**src/rtl/dac_regctl_pkg.sv**
```systemverilog
package dac_regctl_pkg;

    typedef enum logic [2:0] {
        CMD_STAGE      = 3'b000,
        CMD_PROMOTE    = 3'b001,
        CMD_STAGE_ALL  = 3'b010,
        CMD_WRITE_THRU = 3'b011,
        CMD_POWER      = 3'b100,
        CMD_CLEAR      = 3'b101,
        CMD_MASK       = 3'b110,
        CMD_REFERENCE  = 3'b111
    } dac_cmd_e;

    typedef enum logic [1:0] {
        PWR_NORMAL = 2'b00,
        PWR_1K     = 2'b01,
        PWR_100K   = 2'b10,
        PWR_HIZ    = 2'b11
    } pwr_mode_e;

    localparam logic [2:0] ADDR_BROADCAST = 3'b111;
    localparam int         PWR_MODE_LSB   = 4;

    typedef struct packed {
        logic stage;    // load staging register from data
        logic thru;     // load output register from data
        logic promote;  // load output register from staging
    } chan_ctl_t;

    function automatic logic [7:0] addr_select(input logic [2:0] addr, input int nch);
        logic [7:0] sel;
        sel = '0;
        if (addr == ADDR_BROADCAST) begin
            for (int i = 0; i < nch; i++) sel[i] = 1'b1;
        end else if (int'(addr) < nch) begin
            sel[addr] = 1'b1;
        end
        return sel;
    endfunction

endpackage

```
**src/rtl/dac_frame_dec.sv**
```systemverilog
module dac_frame_dec
    import dac_regctl_pkg::*;
#(
    parameter int NCH = 2,
    parameter int DW  = 16
) (
    input  logic                  frm_valid,
    input  logic [2:0]            frm_cmd,
    input  logic [2:0]            frm_addr,
    input  logic [DW-1:0]         frm_data,
    input  logic [NCH-1:0]        mask,
    output chan_ctl_t [NCH-1:0]   ctl,
    output logic                  clear,
    output logic [NCH-1:0]        pwr_ld,
    output logic                  mask_ld,
    output logic                  ref_ld
);
    logic [7:0]     sel_full;
    logic [NCH-1:0] sel;

    always_comb begin
        sel_full = addr_select(frm_addr, NCH);
        sel      = sel_full[NCH-1:0];
    end

    always_comb begin
        ctl     = '0;
        clear   = 1'b0;
        pwr_ld  = '0;
        mask_ld = 1'b0;
        ref_ld  = 1'b0;
        if (frm_valid) begin
            unique case (dac_cmd_e'(frm_cmd))
                CMD_STAGE: begin
                    for (int ch = 0; ch < NCH; ch++) begin
                        ctl[ch].stage = sel[ch];
                        ctl[ch].thru  = sel[ch] & mask[ch];
                    end
                end
                CMD_PROMOTE: begin
                    for (int ch = 0; ch < NCH; ch++) ctl[ch].promote = sel[ch];
                end
                CMD_STAGE_ALL: begin
                    if (|sel) begin
                        for (int ch = 0; ch < NCH; ch++) begin
                            ctl[ch].stage   = sel[ch];
                            ctl[ch].thru    = sel[ch];
                            ctl[ch].promote = ~sel[ch];
                        end
                    end
                end
                CMD_WRITE_THRU: begin
                    for (int ch = 0; ch < NCH; ch++) begin
                        ctl[ch].stage = sel[ch];
                        ctl[ch].thru  = sel[ch];
                    end
                end
                CMD_POWER:     pwr_ld  = frm_data[NCH-1:0];
                CMD_CLEAR:     clear   = 1'b1;
                CMD_MASK:      mask_ld = 1'b1;
                CMD_REFERENCE: ref_ld  = 1'b1;
                default: ;
            endcase
        end
    end
endmodule

```
**src/rtl/dac_chan.sv**
```systemverilog
module dac_chan
    import dac_regctl_pkg::*;
#(
    parameter int DW = 16
) (
    input  logic          clk,
    input  logic          rst,
    input  logic          clear,
    input  chan_ctl_t     ctl,
    input  logic          hw_load,
    input  logic [DW-1:0] din,
    output logic [DW-1:0] live_q
);
    logic [DW-1:0] stage_q;

    always_ff @(posedge clk) begin
        if (rst || clear) begin
            stage_q <= '0;
            live_q  <= '0;
        end else begin
            if (ctl.stage) stage_q <= din;
            if (ctl.thru)
                live_q <= din;
            else if (ctl.promote || hw_load)
                live_q <= stage_q;
        end
    end
endmodule

```
**src/rtl/dac_cfg_regs.sv**
```systemverilog
module dac_cfg_regs
    import dac_regctl_pkg::*;
#(
    parameter int NCH = 2,
    parameter int DW  = 16
) (
    input  logic             clk,
    input  logic             rst,
    input  logic             clear,
    input  logic [NCH-1:0]   pwr_ld,
    input  logic             mask_ld,
    input  logic             ref_ld,
    input  logic [DW-1:0]    din,
    output logic [NCH-1:0]   mask,
    output logic [2*NCH-1:0] pwr,
    output logic             ref_en
);
    pwr_mode_e new_mode;
    assign new_mode = pwr_mode_e'(din[PWR_MODE_LSB +: 2]);

    for (genvar ch = 0; ch < NCH; ch++) begin : g_pwr
        always_ff @(posedge clk) begin
            if (rst || clear)
                pwr[2*ch +: 2] <= PWR_NORMAL;
            else if (pwr_ld[ch])
                pwr[2*ch +: 2] <= new_mode;
        end
    end

    always_ff @(posedge clk) begin
        if (rst || clear)
            mask <= '0;
        else if (mask_ld)
            mask <= din[NCH-1:0];
    end

    always_ff @(posedge clk) begin
        if (rst)
            ref_en <= 1'b0;
        else if (ref_ld)
            ref_en <= din[0];
    end
endmodule

```
**src/rtl/dac_regctl.sv**
```systemverilog
module dac_regctl
    import dac_regctl_pkg::*;
#(
    parameter int NCH = 2,
    parameter int DW  = 16
) (
    input  logic              clk,
    input  logic              rst,
    input  logic              frm_valid,
    input  logic [2:0]        frm_cmd,
    input  logic [2:0]        frm_addr,
    input  logic [DW-1:0]     frm_data,
    input  logic              load_n,
    output logic [NCH*DW-1:0] out_codes,
    output logic [2*NCH-1:0]  pd_mode,
    output logic              ref_en
);
    chan_ctl_t [NCH-1:0] ctl;
    logic                clear;
    logic [NCH-1:0]      pwr_ld;
    logic                mask_ld;
    logic                ref_ld;
    logic [NCH-1:0]      mask;
    logic                load_n_q;
    logic                load_fall;

    always_ff @(posedge clk) begin
        if (rst) load_n_q <= 1'b1;
        else     load_n_q <= load_n;
    end
    assign load_fall = load_n_q & ~load_n;

    dac_frame_dec #(.NCH(NCH), .DW(DW)) u_dec (
        .frm_valid (frm_valid),
        .frm_cmd   (frm_cmd),
        .frm_addr  (frm_addr),
        .frm_data  (frm_data),
        .mask      (mask),
        .ctl       (ctl),
        .clear     (clear),
        .pwr_ld    (pwr_ld),
        .mask_ld   (mask_ld),
        .ref_ld    (ref_ld)
    );

    for (genvar ch = 0; ch < NCH; ch++) begin : g_chan
        dac_chan #(.DW(DW)) u_chan (
            .clk     (clk),
            .rst     (rst),
            .clear   (clear),
            .ctl     (ctl[ch]),
            .hw_load (load_fall & ~mask[ch]),
            .din     (frm_data),
            .live_q  (out_codes[ch*DW +: DW])
        );
    end

    dac_cfg_regs #(.NCH(NCH), .DW(DW)) u_cfg (
        .clk     (clk),
        .rst     (rst),
        .clear   (clear),
        .pwr_ld  (pwr_ld),
        .mask_ld (mask_ld),
        .ref_ld  (ref_ld),
        .din     (frm_data),
        .mask    (mask),
        .pwr     (pd_mode),
        .ref_en  (ref_en)
    );
endmodule

```
**config.mk**
```make
export PLATFORM = sky130hd
export DESIGN_NAME = dac_regctl
export DESIGN_NICKNAME = d
export VERILOG_FILES = /design/src/rtl/dac_regctl_pkg.sv /design/src/rtl/dac_frame_dec.sv /design/src/rtl/dac_chan.sv /design/src/rtl/dac_cfg_regs.sv /design/src/rtl/dac_regctl.sv
export SDC_FILE = /design/constraint.sdc
export NUM_CORES = 1
export LEC_CHECK = 0
export ABC_AREA = 0
export BUFFER_PORTS_ARGS = -buffer_cell sky130_fd_sc_hd__buf_4
export CAP_MARGIN = 25
export CORE_MARGIN = 2
export CORE_UTILIZATION = 54
export DETAILED_ROUTE_END_ITERATION = 16
export GPL_ROUTABILITY_DRIVEN = 1
export GPL_TIMING_DRIVEN = 1
export PLACE_DENSITY = 0.82
export SLEW_MARGIN = 20
export SYNTH_ARGS = -nofsm -noshare
export SYNTH_HDL_FRONTEND = slang
export SYNTH_SLANG_ARGS = --single-unit
```
**constraint.sdc**
```tcl
create_clock -name clk -period 2.25 [get_ports clk]
set_clock_uncertainty 0.05 [all_clocks]
set_input_delay 0.45 -clock clk [delete_from_list [all_inputs] [get_ports clk]]
set_output_delay 0.45 -clock clk [all_outputs]
set_load 0.1 [all_outputs]
```
==> results of run 1 <==
[final timing paths]
check / from / endpoint / slack, ps
worst max-delay path: frm_cmd[0] / g_chan[1].u_chan.live_q[1]$_SDFFE_PP0P_ / 460
worst min-delay path: rst / u_cfg.ref_en$_SDFFE_PP0P_ / 260
worst max register to register: u_cfg.mask[0]$_SDFFE_PP0P_ / g_chan[0].u_chan.live_q[14]$_SDFFE_PP0P_ / 680
worst min register to register: u_cfg.ref_en$_SDFFE_PP0P_ / u_cfg.ref_en$_SDFFE_PP0P_ / 410
[flip-flops by register name (all words and copies together), names as in the netlist]
register and count:
g_chan.u_chan.live_q 32, g_chan.u_chan.stage_q 32, load_n_q 1, u_cfg.mask 2, u_cfg.pwr 4, u_cfg.ref_en 1
[cells by family after synthesis]
logic type	after synthesis
xor gates and xnor gates	1
AOI/OAI and AO/OA	95
muxes	48
and+or+nand+nor	92
DFF	72
buffers and inverters	27
[layout make-up]
type / count / share of cell area, %
Multi-Input combinational cell: 236 / 39.1
Sequential cell: 72 / 38.0
Timing Repair Buffer: 74 / 15.6
Clock buffer: 10 / 3.63
Tap cell: 72 / 2.38
Clock inverter: 6 / 1.15
Inverter: 1 / 0.0990
[Yosys cell counts (all sizes together)]
master   count
dfxtp       72
and2         1
nor2b        4
nand4        1
o2bb2ai      1
o2111ai      1
inv          1
mux2i       48
a31oi        1
xor2         1
nand2b       1
nor3         3
and3         2
o21ai       16
nand2       42
a21oi       57
or3          1
buf         12
or3b         1
a21o         1
o41ai       16
o211ai       1
nand3        6
nand3b       1
nor4b        1
o21bai       1
clkbuf      14
nor3b        1
nor2        24
nand4b       1
or2          2
[layout by cell type, fill, tap and decap left out, drive strengths merged, types with 2 or more instances in the layout]
| cell | n |
|---|---|
| inv | 2 |
| clkbuf | 10 |
| o41ai | 16 |
| nand2 | 42 |
| nor2b | 4 |
| nor3 | 3 |
| o21ai | 16 |
| and3 | 2 |
| mux2i | 48 |
| or2 | 2 |
| buf | 74 |
| clkinv | 4 |
| a21oi | 57 |
| nor2 | 24 |
| nand3 | 6 |
| dfxtp | 72 |
[metal layers]
layer | vias to the layer above | track usage (%) | share of wire (%)
li1 | 1318 | - | -
met1 | 1198 | 29.5 | 46
met2 | 83 | 34.7 | 46
met3 | 15 | 4.43 | 4.9
met4 | 0 | 11.9 | 2.4
met5 | - | 0 | 0
[per-stage QoR]
step | util (%) | setup slack, ps | total power [W]
finish | 69.3 | 462 | 0.00294
global route | 69.3 | 359 | 0.00306
CTS | 69.3 | 480 | 0.00296
detailed placement | 66.0 | 129 | 0.00204
global placement | 66.0 | 223 | 0.00204
floorplan | - | 274 | 0.00188
[report_power, final]
group | internal, W | switching, W
sequential | 0.00133 | 0.0000285
clock | 0.000433 | 0.000490
combinational | 0.000165 | 0.000492
total | 0.00193 | 0.00101
[worst max-delay path, stage by stage]
cell	delay (ps)
sky130_fd_sc_hd__buf_4	140
sky130_fd_sc_hd__nor4b_1	430
sky130_fd_sc_hd__o2bb2ai_1	150
sky130_fd_sc_hd__and2_1	170
sky130_fd_sc_hd__or3_1	460
sky130_fd_sc_hd__a21oi_1	140
==> run summary, run 1 <==
### Clock tree
* **number of buffers on the longest clock path** 2
* **CTS Root Buffer Type** sky130_fd_sc_hd__clkbuf_8
* **CTS Buf Count** 9
* **hold bufs inserted after CTS** 0
* **insertion delay to the later sink of the worst-skew pair** 340 ps
* **CTS tree** yes
* **Max H-tree Level** 3
* **cells resized by post-CTS repair** 0
* **buffers inserted by post-CTS timing repair** 0
* **Clock Sink Count** 72
* **Clk pin slew, worst setup/hold paths** 80 ps

### Setup path
* **Worst EP required** 2410 ps
* **Worst Path Arrival** 1950 ps
* **critical path type** primary input to flop
* **launching element type of the critical path** primary input
* **cell count of the worst reg-to-reg path** 5
* **Worst Path Max Fanout** 16
* **type of destination of the critical path** flop

### Route
* **remaining antenna violation count after routing** 0
* **# DRC** 0
* **final wirelength** 6770 um
* **Initial DRC Count** 167
* **total via count after detailed routing** 2614
* **detailed-router iteration count before antenna repair** 5
* **Avg Vias per Cell** 5.55
* **average wire length per cell after detail routing** 14.4 um

### Floorplanning
* **Initial Util** 55.8%
* **std cell rows** 27
* **die width** 79.2 um
* **number of placed I/O pins** 63
* **vertical die dimension** 79.2 um
* **die area** 6270 sq um
* **core area** 5470 sq um

### Yosys
* **average size of a mapped cell** 9.12 sq um
* **arithmetic-cell share of the synthesized area counting full adders, half adders and majority gates** 0%
* **main combinational cell family by area after synthesis** compound AO/OA/AOI/OAI gates
* **cells after synthesis** 335
* **leading post-synthesis cells by cell area** sky130_fd_sc_hd__dfxtp_1 (47%), sky130_fd_sc_hd__mux2i_1 (16%), sky130_fd_sc_hd__a21oi_1 (9.3%), sky130_fd_sc_hd__nand2_1 (5.2%), sky130_fd_sc_hd__o41ai_1 (4.6%)
* **share of the synthesized area in the top cell type** 47.2%
* **simple-gate share of the synthesized area** 13.8%
* **mux cell area share after synthesis** 15.7%
* **Unique masters post-synth** 35
* **synthesized netlist net count** 361
* **Post-Syn Area** 3050 sq um
* **post-synthesis sequential area ratio** 47.2%
* **fraction of the mapped netlist area in compound gates** 18.3%
* **synthesized flop and latch total** 72
* **biggest area consumer among synthesized cells** sky130_fd_sc_hd__dfxtp_1
* **number of synthesis warnings** 0
* **XOR/XNOR share of the synthesized area** 0.287%

### Placement
* **number of I/O port buffers** 62
* **total half-perimeter wirelength after legalization and detailed placement** 4530 um
* **Placed Cells incl. Taps** 455
* **total cell area at the placement stage** 3610 sq um
* **final RePlAce weighted congestion** 0.867

### STA
* **fin. max-slew vios** 0
* **unrepaired setup endpoints after global routing** false
* **Max-slew headroom** 55.6%
* **share of the cycle needed by the critical path after routing** 79.5%
* **Least-Margin Pin Slew** 661 ps
* **maximum clock rate** 559 MHz
* **final setup violating endpoints** 0
* **minimum period implied by the final worst setup slack** 1790 ps
* **final-layout setup total negative slack** 0 ps
* **Hold Violations, Final** 0
* **Hold Slack** 259 ps

### Global routing
* **initial antenna violation count** 0
* **overall overflow remaining after global route** 0
* **via count of the first global-routing pass** 2394
* **Total Routing Usage GR** 22.4%
* **pin count of the biggest net entering global routing** 37
* **first-pass GRT wire length** 10900 um

### Final layout
* **total area of multi-input combinational cells** 1480 sq um
* **Sequential cell area** 1440 sq um
* **growth of design area from synthesis to finish** 24.2%
* **fraction of final layout cells sized beyond drive strength 1** 25.1%
* **number of filler cells placed in the layout** 449
* **Final Instance Area** 3790 sq um
* **antenna diode count** 0
* **Post-layout nets** 420
* **post-route non-filler standard cell count** 471

### Run
* **total of max-cap violations** 0

### Min path
* **worst min-delay path class** primary input to flop
* **cell depth of the worst hold path** 2

### Outcome
* **outcome** completed

### Power
* **total power divided by cell area** 775 nW/um^2
* **Lkg Pwr** 1.52 nW
* **worst vdd rail ir drop** 548 uV

No activity file was read; power rests on OpenSTA's default activity.
==> inputs of run 2 (changes only) <==
- CORE_UTILIZATION: 54 -> 49
- PLACE_DENSITY: 0.82 -> 0.78
- clock period: 2.25 -> 1.6 ns (I/O delays scaled with it)
==> run 2 against run 1 <==
Final cell count up 4.7%. Wire length up 14%. Sequential share of layout area down 3.1 points. Die area up 9.7%. Register-to-register slack worse by 630 ps. Largest cell class unchanged. First-iteration DRC count up 14%. Core utilization about the same. Via count up 5.0%.
==> run summary, run 2 (same netlist as run 1, synthesis figures left out) <==
### Setup path
* **launching element type of the critical path** flop, was primary input
* **instance count on the critical path** 5, was 6
* **Worst EP required** 1790 ps, was 2410 ps
* **Worst Path Arrival** 1740 ps, was 1950 ps
* **slack of the worst reg-to-reg path** 50 ps, was 680 ps
* **launching point of the worst reg2reg path** u_cfg.mask[0]$_SDFFE_PP0P_, unchanged
* **critical path type** flop to flop, was primary input to flop
* **Worst Path Max Fanout** 16, unchanged
* **critical path's slowest cell** sky130_fd_sc_hd__or3b_2, was sky130_fd_sc_hd__or3_1
* **buffer and inverter count on the worst path** 2, was 1
* **cell family with most CP delay** simple AND/OR/NAND/NOR gates, unchanged
* **startpoint of the worst setup timing path** u_cfg.mask[0]$_SDFFE_PP0P_, was frm_cmd[0]
* **type of destination of the critical path** flop, unchanged
* **cell count of the worst reg-to-reg path** 5, unchanged
* **largest stage delay on the critical path** 480 ps, was 460 ps
* **Reg-to-Reg End** g_chan[0].u_chan.live_q[12]$_SDFFE_PP0P_, was g_chan[0].u_chan.live_q[14]$_SDFFE_PP0P_
* **cell-by-cell listing of the critical path** or3b_2 > nand4_1 > buf_4 > clkbuf_16 > a21oi_1, was buf_4 > nor4b_1 > o2bb2ai_1 > and2_1 > or3_1 > a21oi_1
* **Worst setup endpoint** g_chan[0].u_chan.live_q[12]$_SDFFE_PP0P_, was g_chan[1].u_chan.live_q[1]$_SDFFE_PP0P_

### Route
* **remaining antenna violation count after routing** 0, unchanged
* **total via count after detailed routing** 2745, was 2614
* **# DRC** 0, unchanged
* **Initial DRC Count** 190, was 167
* **average wire length per cell after detail routing** 15.7 um, was 14.4 um
* **detailed-router iteration count before antenna repair** 4, was 5
* **final wirelength** 7720 um, was 6770 um
* **Avg Vias per Cell** 5.57, was 5.55

### Final layout
* **fraction of final layout cells sized beyond drive strength 1** 30.4%, was 25.1%
* **antenna diode count** 0, unchanged
* **most common cell after layout, fill and taps aside** sky130_fd_sc_hd__buf_4, was sky130_fd_sc_hd__dfxtp_1
* **highest-count cells in the layout ignoring fill and taps** sky130_fd_sc_hd__buf_4 (86), sky130_fd_sc_hd__dfxtp_1 (72), sky130_fd_sc_hd__a21oi_1 (56), was sky130_fd_sc_hd__dfxtp_1 (72), sky130_fd_sc_hd__buf_4 (71), sky130_fd_sc_hd__a21oi_1 (57)
* **largest registers in the final layout** g_chan.u_chan.live_q x32, g_chan.u_chan.stage_q x32, u_cfg.pwr x4, unchanged
* **growth of design area from synthesis to finish** 35.1%, was 24.2%
* **Post-layout nets** 439, was 420

### STA
* **share of the cycle needed by the critical path after routing** 96.7%
* **Least-Margin Pin Slew** 333 ps, was 661 ps
* **final setup violating endpoints** 0, unchanged
* **fin. max-slew vios** 0, unchanged
* **setup slack of the critical path after layout** 52.4 ps, was 462 ps
* **maximum clock rate** 646 MHz
* **minimum period implied by the final worst setup slack** 1550 ps
* **Hold Violations, Final** 0, unchanged
* **unrepaired setup endpoints after global routing** true, was false
* **Hold Slack** 130 ps, was 259 ps
* **Max-slew headroom** 77.5%, was 55.6%

### Global routing
* **Total Routing Usage GR** 22.0%, was 22.4%
* **pin count of the biggest net entering global routing** 34, was 37
* **via count of the first global-routing pass** 2687, was 2394
* **first-pass GRT wire length** 12400 um, was 10900 um
* **overall overflow remaining after global route** 0, unchanged
* **initial antenna violation count** 0, unchanged

### Min path
* **worst min-delay path class** primary input to flop, unchanged

### Clock tree
* **Clock Sink Count** 72, unchanged
* **Max H-tree Level** 3, unchanged
* **CTS tree** yes, unchanged
* **hold bufs inserted after CTS** 0, unchanged
* **insertion delay to the later sink of the worst-skew pair** 350 ps, was 340 ps
* **number of buffers on the longest clock path** 2, unchanged
* **CTS Root Buffer Type** sky130_fd_sc_hd__clkbuf_8, unchanged
* **CTS Buf Count** 9, unchanged
* **Clk pin slew, worst setup/hold paths** 80 ps, about the same

### Floorplanning
* **die area** 6880 sq um, was 6270 sq um
* **die width** 83.0 um, was 79.2 um
* **number of placed I/O pins** 63, unchanged
* **vertical die dimension** 83.0 um, was 79.2 um
* **std cell rows** 28, was 27
* **Initial Util** 51.3%, was 55.8%
* **core area** 5960 sq um, was 5470 sq um

### Power
* **Lkg Pwr** 1.67 nW, was 1.52 nW
* **worst vdd rail ir drop** 756 uV, was 548 uV
* **total power divided by cell area** 1130 nW/um^2, was 775 nW/um^2

### Placement
* **number of I/O port buffers** 62, unchanged
* **final RePlAce weighted congestion** 0.869, was 0.867
* **total half-perimeter wirelength after legalization and detailed placement** 5210 um, was 4530 um
* **worst slack at placement** -194 ps, was 129 ps

### Run
* **total of max-cap violations** 0, unchanged

### Outcome
* **outcome** completed, unchanged

[run 2: layout make-up]
type	count	area (sq um)
multi-input cells	236	1560
repair buffers	93	791
well taps	75	93.8
flip-flops and latches	72	1440
clock buffers	10	128
inverters	1	3.75
fillers	438	1830
clock inverters	6	115
[run 2: routing by layer]
layer  routed length [um]  track usage [%]
met1                 3540             28.3
met2                 3770             36.1
met3                  276             3.28
met4                  141             10.9
met5                    0                0
[run 2: metrics by stage]
| step | setup TNS [ps] | power [W] | std cells | util (%) | cell area, sq um |
|---|---|---|---|---|---|
| 2_1_floorplan | -904 | 0.00266 | 335 | - | 3150 |
| 3_5_place_dp | -7730 | 0.00294 | 475 | 64.6 | 3850 |
| 3_3_place_gp | -6580 | 0.00293 | 475 | 64.6 | 3850 |
| 4_1_cts | 0 | 0.00467 | 491 | 68.7 | 4090 |
| 5_1_grt | -9.82 | 0.00482 | 493 | 69.3 | 4130 |
| 6_report | 0 | 0.00468 | 493 | 69.3 | 4130 |
[run 2: timing repair]
item	in CTS	in global routing
setup endpoints to repair	0	6
buffers inserted	0	1
gates resized for setup	0	3
[run 2: worst min path at each step]
| stage | start | end | slack (ps) | depth (start not counted) |
|---|---|---|---|---|
| after floorplan | rst | u_cfg.ref_en$_SDFFE_PP0P_ | 340 | 1 |
| after global placement | g_chan[1].u_chan.stage_q[1]$_SDFFE_PP0P_ | g_chan[1].u_chan.stage_q[1]$_SDFFE_PP0P_ | 390 | 2 |
| after detailed placement | g_chan[1].u_chan.stage_q[1]$_SDFFE_PP0P_ | g_chan[1].u_chan.stage_q[1]$_SDFFE_PP0P_ | 390 | 2 |
| after CTS | rst | u_cfg.ref_en$_SDFFE_PP0P_ | 120 | 2 |
| after global routing | rst | u_cfg.mask[1]$_SDFFE_PP0P_ | 140 | 2 |
| final | rst | u_cfg.ref_en$_SDFFE_PP0P_ | 130 | 2 |
[run 2: power by group]
group | internal (W) | total (W) | switching [W]
Sequential | 0.00187 | 0.00192 | 0.0000437
Combinational | 0.000286 | 0.00101 | 0.000726
Clock | 0.00105 | 0.00175 | 0.000706
